==> src/rtl/stopwake_pkg.sv <==
package stopwake_pkg;

    typedef enum logic [1:0] {
        SW_RUN    = 2'd0,
        SW_STOP   = 2'd1,
        SW_SETTLE = 2'd2
    } sw_state_e;

endpackage

==> src/rtl/swk_prio_pick.sv <==
module swk_prio_pick #(
    parameter int N_IRQ = 4,
    parameter int LVL_W = 3,
    localparam int IDW  = (N_IRQ > 1) ? $clog2(N_IRQ) : 1
) (
    input  logic [N_IRQ-1:0]       cand,
    input  logic [N_IRQ*LVL_W-1:0] lvl,
    input  logic [LVL_W-1:0]       floor_lvl,
    output logic                   hit,
    output logic [IDW-1:0]         idx
);

    logic [LVL_W-1:0] best;

    // Strict compare keeps the lower index on equal levels; floor >= 0 excludes level 0.
    always_comb begin
        hit  = 1'b0;
        idx  = '0;
        best = '0;
        for (int i = 0; i < N_IRQ; i++) begin
            if (cand[i] && (lvl[i*LVL_W +: LVL_W] > floor_lvl) &&
                (!hit || (lvl[i*LVL_W +: LVL_W] > best))) begin
                hit  = 1'b1;
                best = lvl[i*LVL_W +: LVL_W];
                idx  = IDW'(i);
            end
        end
    end

endmodule

==> src/rtl/swk_settle_timer.sv <==
module swk_settle_timer #(
    parameter int CNT_W    = 8,
    parameter int FAST_DIV = 4,
    parameter int SLOW_DIV = 16,
    localparam int PW      = (SLOW_DIV > 1) ? $clog2(SLOW_DIV) : 1
) (
    input  logic             clk,
    input  logic             rst_n,
    input  logic             load,
    input  logic             count_en,
    input  logic             use_slow,
    output logic             tick,
    output logic [CNT_W-1:0] cnt,
    output logic             msb_last
);

    typedef struct packed {
        logic [PW-1:0]    presc;
        logic [CNT_W-1:0] cnt;
    } tmr_t;

    localparam logic [CNT_W-1:0] MSB_EDGE = {1'b1, {(CNT_W-1){1'b0}}};

    tmr_t          t_d, t_q;
    logic [PW-1:0] lim_m1;

    always_comb begin
        lim_m1   = use_slow ? PW'(SLOW_DIV - 1) : PW'(FAST_DIV - 1);
        tick     = count_en && (t_q.presc >= lim_m1);
        msb_last = tick && (t_q.cnt == MSB_EDGE);
        t_d      = t_q;
        if (load) begin
            t_d.presc = '0;
            t_d.cnt   = '1;
        end else if (count_en) begin
            if (tick) begin
                t_d.presc = '0;
                t_d.cnt   = t_q.cnt - 1'b1;
            end else begin
                t_d.presc = t_q.presc + 1'b1;
            end
        end
    end

    always_ff @(posedge clk or negedge rst_n) begin
        if (!rst_n) begin
            t_q.presc <= '0;
            t_q.cnt   <= '1;
        end else begin
            t_q <= t_d;
        end
    end

    assign cnt = t_q.cnt;

endmodule

==> src/rtl/stopwake_seq.sv <==
module stopwake_seq
    import stopwake_pkg::*;
#(
    parameter int N_IRQ    = 4,
    parameter int LVL_W    = 3,
    parameter int CNT_W    = 8,
    parameter int FAST_DIV = 4,
    parameter int SLOW_DIV = 16,
    localparam int IDW     = (N_IRQ > 1) ? $clog2(N_IRQ) : 1
) (
    input  logic                   clk,
    input  logic                   rst_n,
    input  logic                   stop_req,
    input  logic [N_IRQ-1:0]       irq_req,
    input  logic [N_IRQ*LVL_W-1:0] irq_lvl,
    input  logic [LVL_W-1:0]       ipl,
    input  logic                   wdt_fsel,
    output logic                   osc_en,
    output logic                   per_clk_en,
    output logic                   cpu_clk_en,
    output logic                   bus_clk_en,
    output logic                   wdt_tick,
    output logic [CNT_W-1:0]       wdt_cnt,
    output logic                   wake_done,
    output logic                   ack_valid,
    output logic [IDW-1:0]         ack_id
);

    typedef struct packed {
        sw_state_e        state;
        logic [N_IRQ-1:0] pend;
        logic [LVL_W-1:0] ipl_stop;
        logic             wake_done;
        logic             ack_valid;
        logic [IDW-1:0]   ack_id;
    } seq_t;

    seq_t             s_d, s_q;
    logic [N_IRQ-1:0] lvl_nz;
    logic [N_IRQ-1:0] new_req;
    logic [N_IRQ-1:0] wake_cand;
    logic             wake_hit;
    logic [IDW-1:0]   wake_idx;
    logic             acc_hit;
    logic [IDW-1:0]   acc_idx;
    logic             tmr_load;
    logic             tmr_run;
    logic             tmr_slow;
    logic             tmr_last;

    always_comb begin
        for (int i = 0; i < N_IRQ; i++) begin
            lvl_nz[i] = |irq_lvl[i*LVL_W +: LVL_W];
        end
        new_req   = irq_req & lvl_nz;
        wake_cand = s_q.pend | new_req;
    end

    swk_prio_pick #(.N_IRQ(N_IRQ), .LVL_W(LVL_W)) u_wake_pick (
        .cand      (wake_cand),
        .lvl       (irq_lvl),
        .floor_lvl (s_q.ipl_stop),
        .hit       (wake_hit),
        .idx       (wake_idx)
    );

    swk_prio_pick #(.N_IRQ(N_IRQ), .LVL_W(LVL_W)) u_acc_pick (
        .cand      (s_q.pend),
        .lvl       (irq_lvl),
        .floor_lvl (ipl),
        .hit       (acc_hit),
        .idx       (acc_idx)
    );

    swk_settle_timer #(
        .CNT_W    (CNT_W),
        .FAST_DIV (FAST_DIV),
        .SLOW_DIV (SLOW_DIV)
    ) u_timer (
        .clk      (clk),
        .rst_n    (rst_n),
        .load     (tmr_load),
        .count_en (tmr_run),
        .use_slow (tmr_slow),
        .tick     (wdt_tick),
        .cnt      (wdt_cnt),
        .msb_last (tmr_last)
    );

    assign tmr_run  = (s_q.state != SW_STOP);
    assign tmr_slow = wdt_fsel && (s_q.state == SW_RUN);

    always_comb begin
        s_d           = s_q;
        s_d.pend      = s_q.pend | new_req;
        s_d.wake_done = 1'b0;
        s_d.ack_valid = 1'b0;
        tmr_load      = 1'b0;
        unique case (s_q.state)
            SW_RUN: begin
                if (acc_hit) begin
                    s_d.ack_valid     = 1'b1;
                    s_d.ack_id        = acc_idx;
                    s_d.pend[acc_idx] = 1'b0;
                end else if (stop_req) begin
                    s_d.state    = SW_STOP;
                    s_d.ipl_stop = ipl;
                    tmr_load     = 1'b1;
                end
            end
            SW_STOP: begin
                if (wake_hit) begin
                    s_d.state = SW_SETTLE;
                end
            end
            SW_SETTLE: begin
                if (tmr_last) begin
                    s_d.state     = SW_RUN;
                    s_d.wake_done = 1'b1;
                end
            end
            default: s_d.state = SW_RUN;
        endcase
    end

    always_ff @(posedge clk or negedge rst_n) begin
        if (!rst_n) begin
            s_q.state     <= SW_RUN;
            s_q.pend      <= '0;
            s_q.ipl_stop  <= '0;
            s_q.wake_done <= 1'b0;
            s_q.ack_valid <= 1'b0;
            s_q.ack_id    <= '0;
        end else begin
            s_q <= s_d;
        end
    end

    assign osc_en     = (s_q.state != SW_STOP);
    assign per_clk_en = (s_q.state != SW_STOP);
    assign cpu_clk_en = (s_q.state == SW_RUN);
    assign bus_clk_en = (s_q.state == SW_RUN);
    assign wake_done  = s_q.wake_done;
    assign ack_valid  = s_q.ack_valid;
    assign ack_id     = s_q.ack_id;

    logic unused_wake_idx;
    assign unused_wake_idx = ^wake_idx;

endmodule

==> config.mk <==
export PLATFORM = sky130hd
export DESIGN_NAME = stopwake_seq
export DESIGN_NICKNAME = d
export VERILOG_FILES = /design/src/rtl/stopwake_pkg.sv /design/src/rtl/swk_prio_pick.sv /design/src/rtl/swk_settle_timer.sv /design/src/rtl/stopwake_seq.sv
export SDC_FILE = /design/constraint.sdc
export NUM_CORES = 1
export LEC_CHECK = 0
export ABC_AREA = 1
export BUFFER_PORTS_ARGS = -buffer_cell sky130_fd_sc_hd__buf_4
export CORE_AREA = 2 2 65 67
export DETAILED_ROUTE_END_ITERATION = 7
export DIE_AREA = 0 0 67 69
export HOLD_SLACK_MARGIN = 0.03
export PLACE_DENSITY = 0.84
export REMOVE_ABC_BUFFERS = 1
export SLEW_MARGIN = 30
export SYNTH_ARGS = -nofsm -noshare
export SYNTH_HDL_FRONTEND = slang
export SYNTH_SLANG_ARGS = --single-unit
export TNS_END_PERCENT = 100
==> constraint.sdc <==
create_clock -name clk -period 7.7 [get_ports clk]
set_input_delay 1.54 -clock clk [delete_from_list [all_inputs] [get_ports clk]]
set_output_delay 1.54 -clock clk [all_outputs]
set_load 0.05 [all_outputs]
Word level (Yosys, flattened, before mapping)
Index checks and enable logic that the tools add are counted.
- bits in writable memories: 0
- register bits: 25
- output and inout port bits: 17
- input bits: 23
- ROM bits: 0
- logic and storage cells: 121
- memories: 0
- latch bits: 0
- bitwise operators: 5
- mux-type cells: 40
- reductions and logical operators: 41
- divide/modulo/power cells: 0
- shift-type cells: 0
- $add $sub $neg: 2
- eq/ne operators: 8
- magnitude comparators: 17
- multipliers: 0
- operators with widths (kind ; count):
    $gt A3 B3 Y1 ; 14
    $mux W3 ; 10
    $mux W12 ; 2
    $logic_and A1 B1 Y1 ; 18
    $mux W1 ; 15
    $mux W2 ; 6
    $mux W4 ; 3
    $reduce_or A3 Y1 ; 4
    $and A4 B4 Y4 ; 2
    $eq A8 B8 Y1 const B ; 1
    $mux W8 ; 1
    $sub A8 B1 Y8 const B ; 1
    $mux W7 ; 1
    $logic_not A1 Y1 ; 6
    $logic_or A1 B1 Y1 ; 6
    $ne A2 B2 Y1 const B ; 3
    $pmux W2 S3 ; 1
    $add A4 B1 Y4 const B ; 1
    $ge A4 B4 Y1 ; 1
    $ne A2 B1 Y1 const B ; 2
    $not A4 Y4 ; 1
    $or A4 B4 Y4 ; 1
    $reduce_and A2 Y1 ; 2
    $reduce_and A4 Y1 ; 1
    9 further kinds ; 10

Longest topological paths before layout
- word-level depth: 23
- mapped depth: 33
- gate-level depth less buffers: 33

Hierarchy
A second synthesis with hierarchy kept.
- cells, all modules: 417
- area total of the unflattened synthesis: 2911.5 µm²
- by module, submodules not included (module ; cells each ; sequential area each (µm²) ; area an instance (µm²) ; times used):
    swk_prio_pick ; 115 ; 0.0 ; 715.7 ; 2
    swk_settle_timer ; 99 ; 310.3 ; 798.3 ; 1
    stopwake_seq ; 88 ; 325.3 ; 681.9 ; 1

Worst setup path after synthesis
OpenSTA, ideal clock, no wires.
- path type: input port to flip-flop
- start: input ipl[2]
- end: register s_q[8] (netlist name)
- data required time: 7.568 ns
- setup time: 0.132 ns
- buffers on the path: 0
- stages: 31
- path slack: 2.489 ns
- arrival: 5.079 ns
- path through: inv_1 > ha_1 > nand3_1 > nand2_2 > inv_2 > nand2_4 > nor2_1 > inv_1 > ha_1 > nand2_1 > o21ai_0 > nand2_1 > nand2_1 > nand3_1 > o21ai_0 > ha_1 > a21oi_1 > o21ai_0 > nand2_1 > nand2_1 > nand2_1 > inv_1 > nand2_1 > nand2_1 > ha_1 > a21oi_1 > nand2_1 > nand2_1 > o211ai_1 > nor2_1 > a21oi_1
- RTL lines (element ; RTL line ; text):
    start, declared ; stopwake_seq.sv:16 ; input logic [LVL_W-1:0] ipl,
    end, declared ; stopwake_seq.sv:38 ; seq_t s_d, s_q;

==> impl_metrics.json <==
{
  "clk-insertion-delay-late_ns": 0.27,
  "synth_commonest_cells": "nand2_1 (73), inv_1 (44), ha_1 (37), nand3_1 (29), nor2_1 (27)",
  "synthToLayoutAreaGrowth_pct": 12.54,
  "startpoint": "ipl[2]",
  "coreArea_um2": 3914,
  "io_buffers": 39,
  "track_usage_pct": 23.55,
  "clock-root-buffer": "clkbuf_8",
  "synthTopCellsByArea": "ha_1 (20%), dfrtp_1 (18%), nand2_1 (12%), dfstp_2 (9.0%), inv_1 (7.1%)",
  "maxSlewHeadroom_pct": 70.62,
  "max_stage_delay_ns": 0.32,
  "synth.most_common_cell": "nand2_1",
  "setup_ws_ns": 2.136,
  "synth_seq_area_share_pct": 27.22,
  "post-route-util_pct": 67.14,
  "cp.arrival_ns": 5.71,
  "cp_max_fo": 5,
  "first_global_vias": 1993,
  "synth-warning-count": 0,
  "async_flop_share_pct": 100.0,
  "min_from": "s_q[5]$_DFFE_PN0P_",
  "power.density_nw_per_um2": 380.2,
  "min_path_type": "reg -> reg",
  "dpl.cell_count": 390,
  "cts.path.max_buffers": 2,
  "final_area_um2": 2628,
  "vias": 2107,
  "tns_ns": 0,
  "cts_tree": "done",
  "worstSetupEndpointType": "flip-flop",
  "drcViolationCount": 0,
  "grt_max_degree": 26,
  "cts_resized": 0,
  "post_cts_buffers": 0,
  "worstSetupPathType": "in -> reg",
  "p_int_mw": 0.4653,
  "die_h_um": 69,
  "critPathSlowestCell": "ha_1",
  "place_hpwl_mm": 4.176,
  "die_w_um": 67,
  "seqPwrFrac_pct": 25.4,
  "synthDistinctLibCells": 31,
  "vias_per_cell": 5.348,
  "clkSlewWorstSetupHoldPaths_ns": 0.09,
  "drtIter0Drc": 115,
  "start_util_pct": 59.65,
  "diodes": 0,
  "finalSetupViolCount": 0,
  "synthFlopType": "dfrtp_1",
  "avgSynthCellArea_um2": 7.412,
  "fmax_ghz": 0.1797,
  "slew_violations": 0,
  "hold_viol": 0,
  "postRouteAntennaNets": 0,
  "min_period_ns": 5.564,
  "synthCells": 315,
  "finalPower_mw": 0.9990,
  "critPathTopFamily": "simple AND/OR/NAND/NOR gates",
  "drive_above_1_share_pct": 18.90,
  "switching_share_pct": 53.43,
  "grt_pass1_wl_mm": 8.666,
  "cpMostUsedCell": "nand2_1",
  "ir_drop_uv": 331.1,
  "antenna_found_initial": 0,
  "place_worst_setup_slack_ns": 1.872,
  "power.switching_mw": 0.5337,
  "cts_buffers": 3,
  "p_clk_share_pct": 8.1,
  "stdcell_count": 394,
  "ys_ff_latch": 25,
  "finClkSkew_ns": 0.002848,
  "h-tree-depth": 1,
  "yosys.area.top_type": "ha_1",
  "overflow": 0,
  "die-area_um2": 4623,
  "postPlaceCellArea_um2": 2581,
  "wire_per_inst_um": 12.99,
  "fin_nets": 405,
  "p_leak_nw": 1.447,
  "dr.pass1.iters": 4,
  "synth_edf_count": 0,
  "crit_required_ns": 7.85,
  "io_pins": 40,
  "path_buf_inv": 5,
  "gp_congestion": 0.9231,
  "drt-total-wl_mm": 5.119,
  "finalCritPeriodShare_pct": 72.26,
  "fin_hold_ws_ns": 0.5025,
  "holdBufCountCts": 0,
  "rsz0062_at_grt": "no",
  "status": "complete, no violations",
  "comb_power_share_pct": 66.5,
  "cap_violations": 0,
  "cts.sinks": 25,
  "worstMarginPinSlew_ns": 0.4391,
  "synth_top_cell_area_share_pct": 19.83,
  "syn_area_um2": 2335,
  "cp-start-kind": "primary input",
  "reg2reg_from": "s_q[7]$_DFF_PN0_",
  "rows": 23
}
-- layer usage --
layer  GRT usage (%)  part of all wire, %
met2           42.90                   50
met4           4.989                  1.4
met5               0                    0
met3           2.773                  5.5
met1           28.99                   43
-- state kept, by name, indices dropped and copies added, names as in the netlist --
name and flops:
ack_id 2, u_timer.t_q 4, u_timer.cnt 8, ack_valid 1
s_q 9, wake_done 1
-- power groups by stage --
stage / clock (mW) / combinational, mW / sequential (mW)
5_1_grt: 0.0856 / 0.747 / 0.261
3_3_place_gp: 0 / 0.645 / 0.254
4_1_cts: 0.0807 / 0.669 / 0.254
3_5_place_dp: 0 / 0.666 / 0.256
2_1_floorplan: 0 / 0.404 / 0.342
6_report: 0.0808 / 0.664 / 0.254
-- kinds of logic (layout without fill, tap and decap cells) --
group	count (synthesis)	in the layout	synth area share, %
compound gates	43	43	10.56
xor+xnor	6	6	2.251
fa+ha+maj	37	37	19.83
buf+inv	59	88	11.90
flops	25	25	27.22
simple gates	145	145	28.24
-- worst min-delay path: stages (launching register included) --
cell,delay [ns]
dfrtp_1,0.36
nand2_1,0.07
o21ai_2,0.05
-- cell usage in the layout, fill, tap and decap left out, types with 5 or more instances in the layout --
cell type,count
nand3_1,29
a21oi_1,17
dfstp_2,8
nand2_1,73
ha_1,37
dfrtp_1,17
nor2_1,27
buf_4,39
inv_1,44
o21ai_0,14
xor2_1,5
-- worst paths after layout --
check / to / slack (ns) / cells past startpoint
min in group asynchronous: s_q[6]$_DFFE_PN0P_ / 1.16 / 1
worst min-delay path: s_q[5]$_DFFE_PN0P_ / 0.50 / 2
worst max register to register: s_q[8]$_DFF_PN0_ / 3.65 / 28
worst max-delay path: s_q[8]$_DFF_PN0_ / 2.14 / 32
worst min register to register: s_q[5]$_DFFE_PN0P_ / 0.50 / 2
max in group asynchronous: u_timer.cnt[6]$_DFFE_PN1P_ / 6.24 / 1
-- layout make-up --
cell class / count / area [um^2]
multi-input combinational: 231 / 1421
fill: 357 / 1286
sequential: 25 / 635.6
clock inverter: 1 / 5.005
clock buffer: 3 / 41.29
timing repair buffer: 39 / 292.8
inverter: 45 / 168.9
tap: 50 / 62.56
Note: power is estimated with default switching activity, not from simulation.
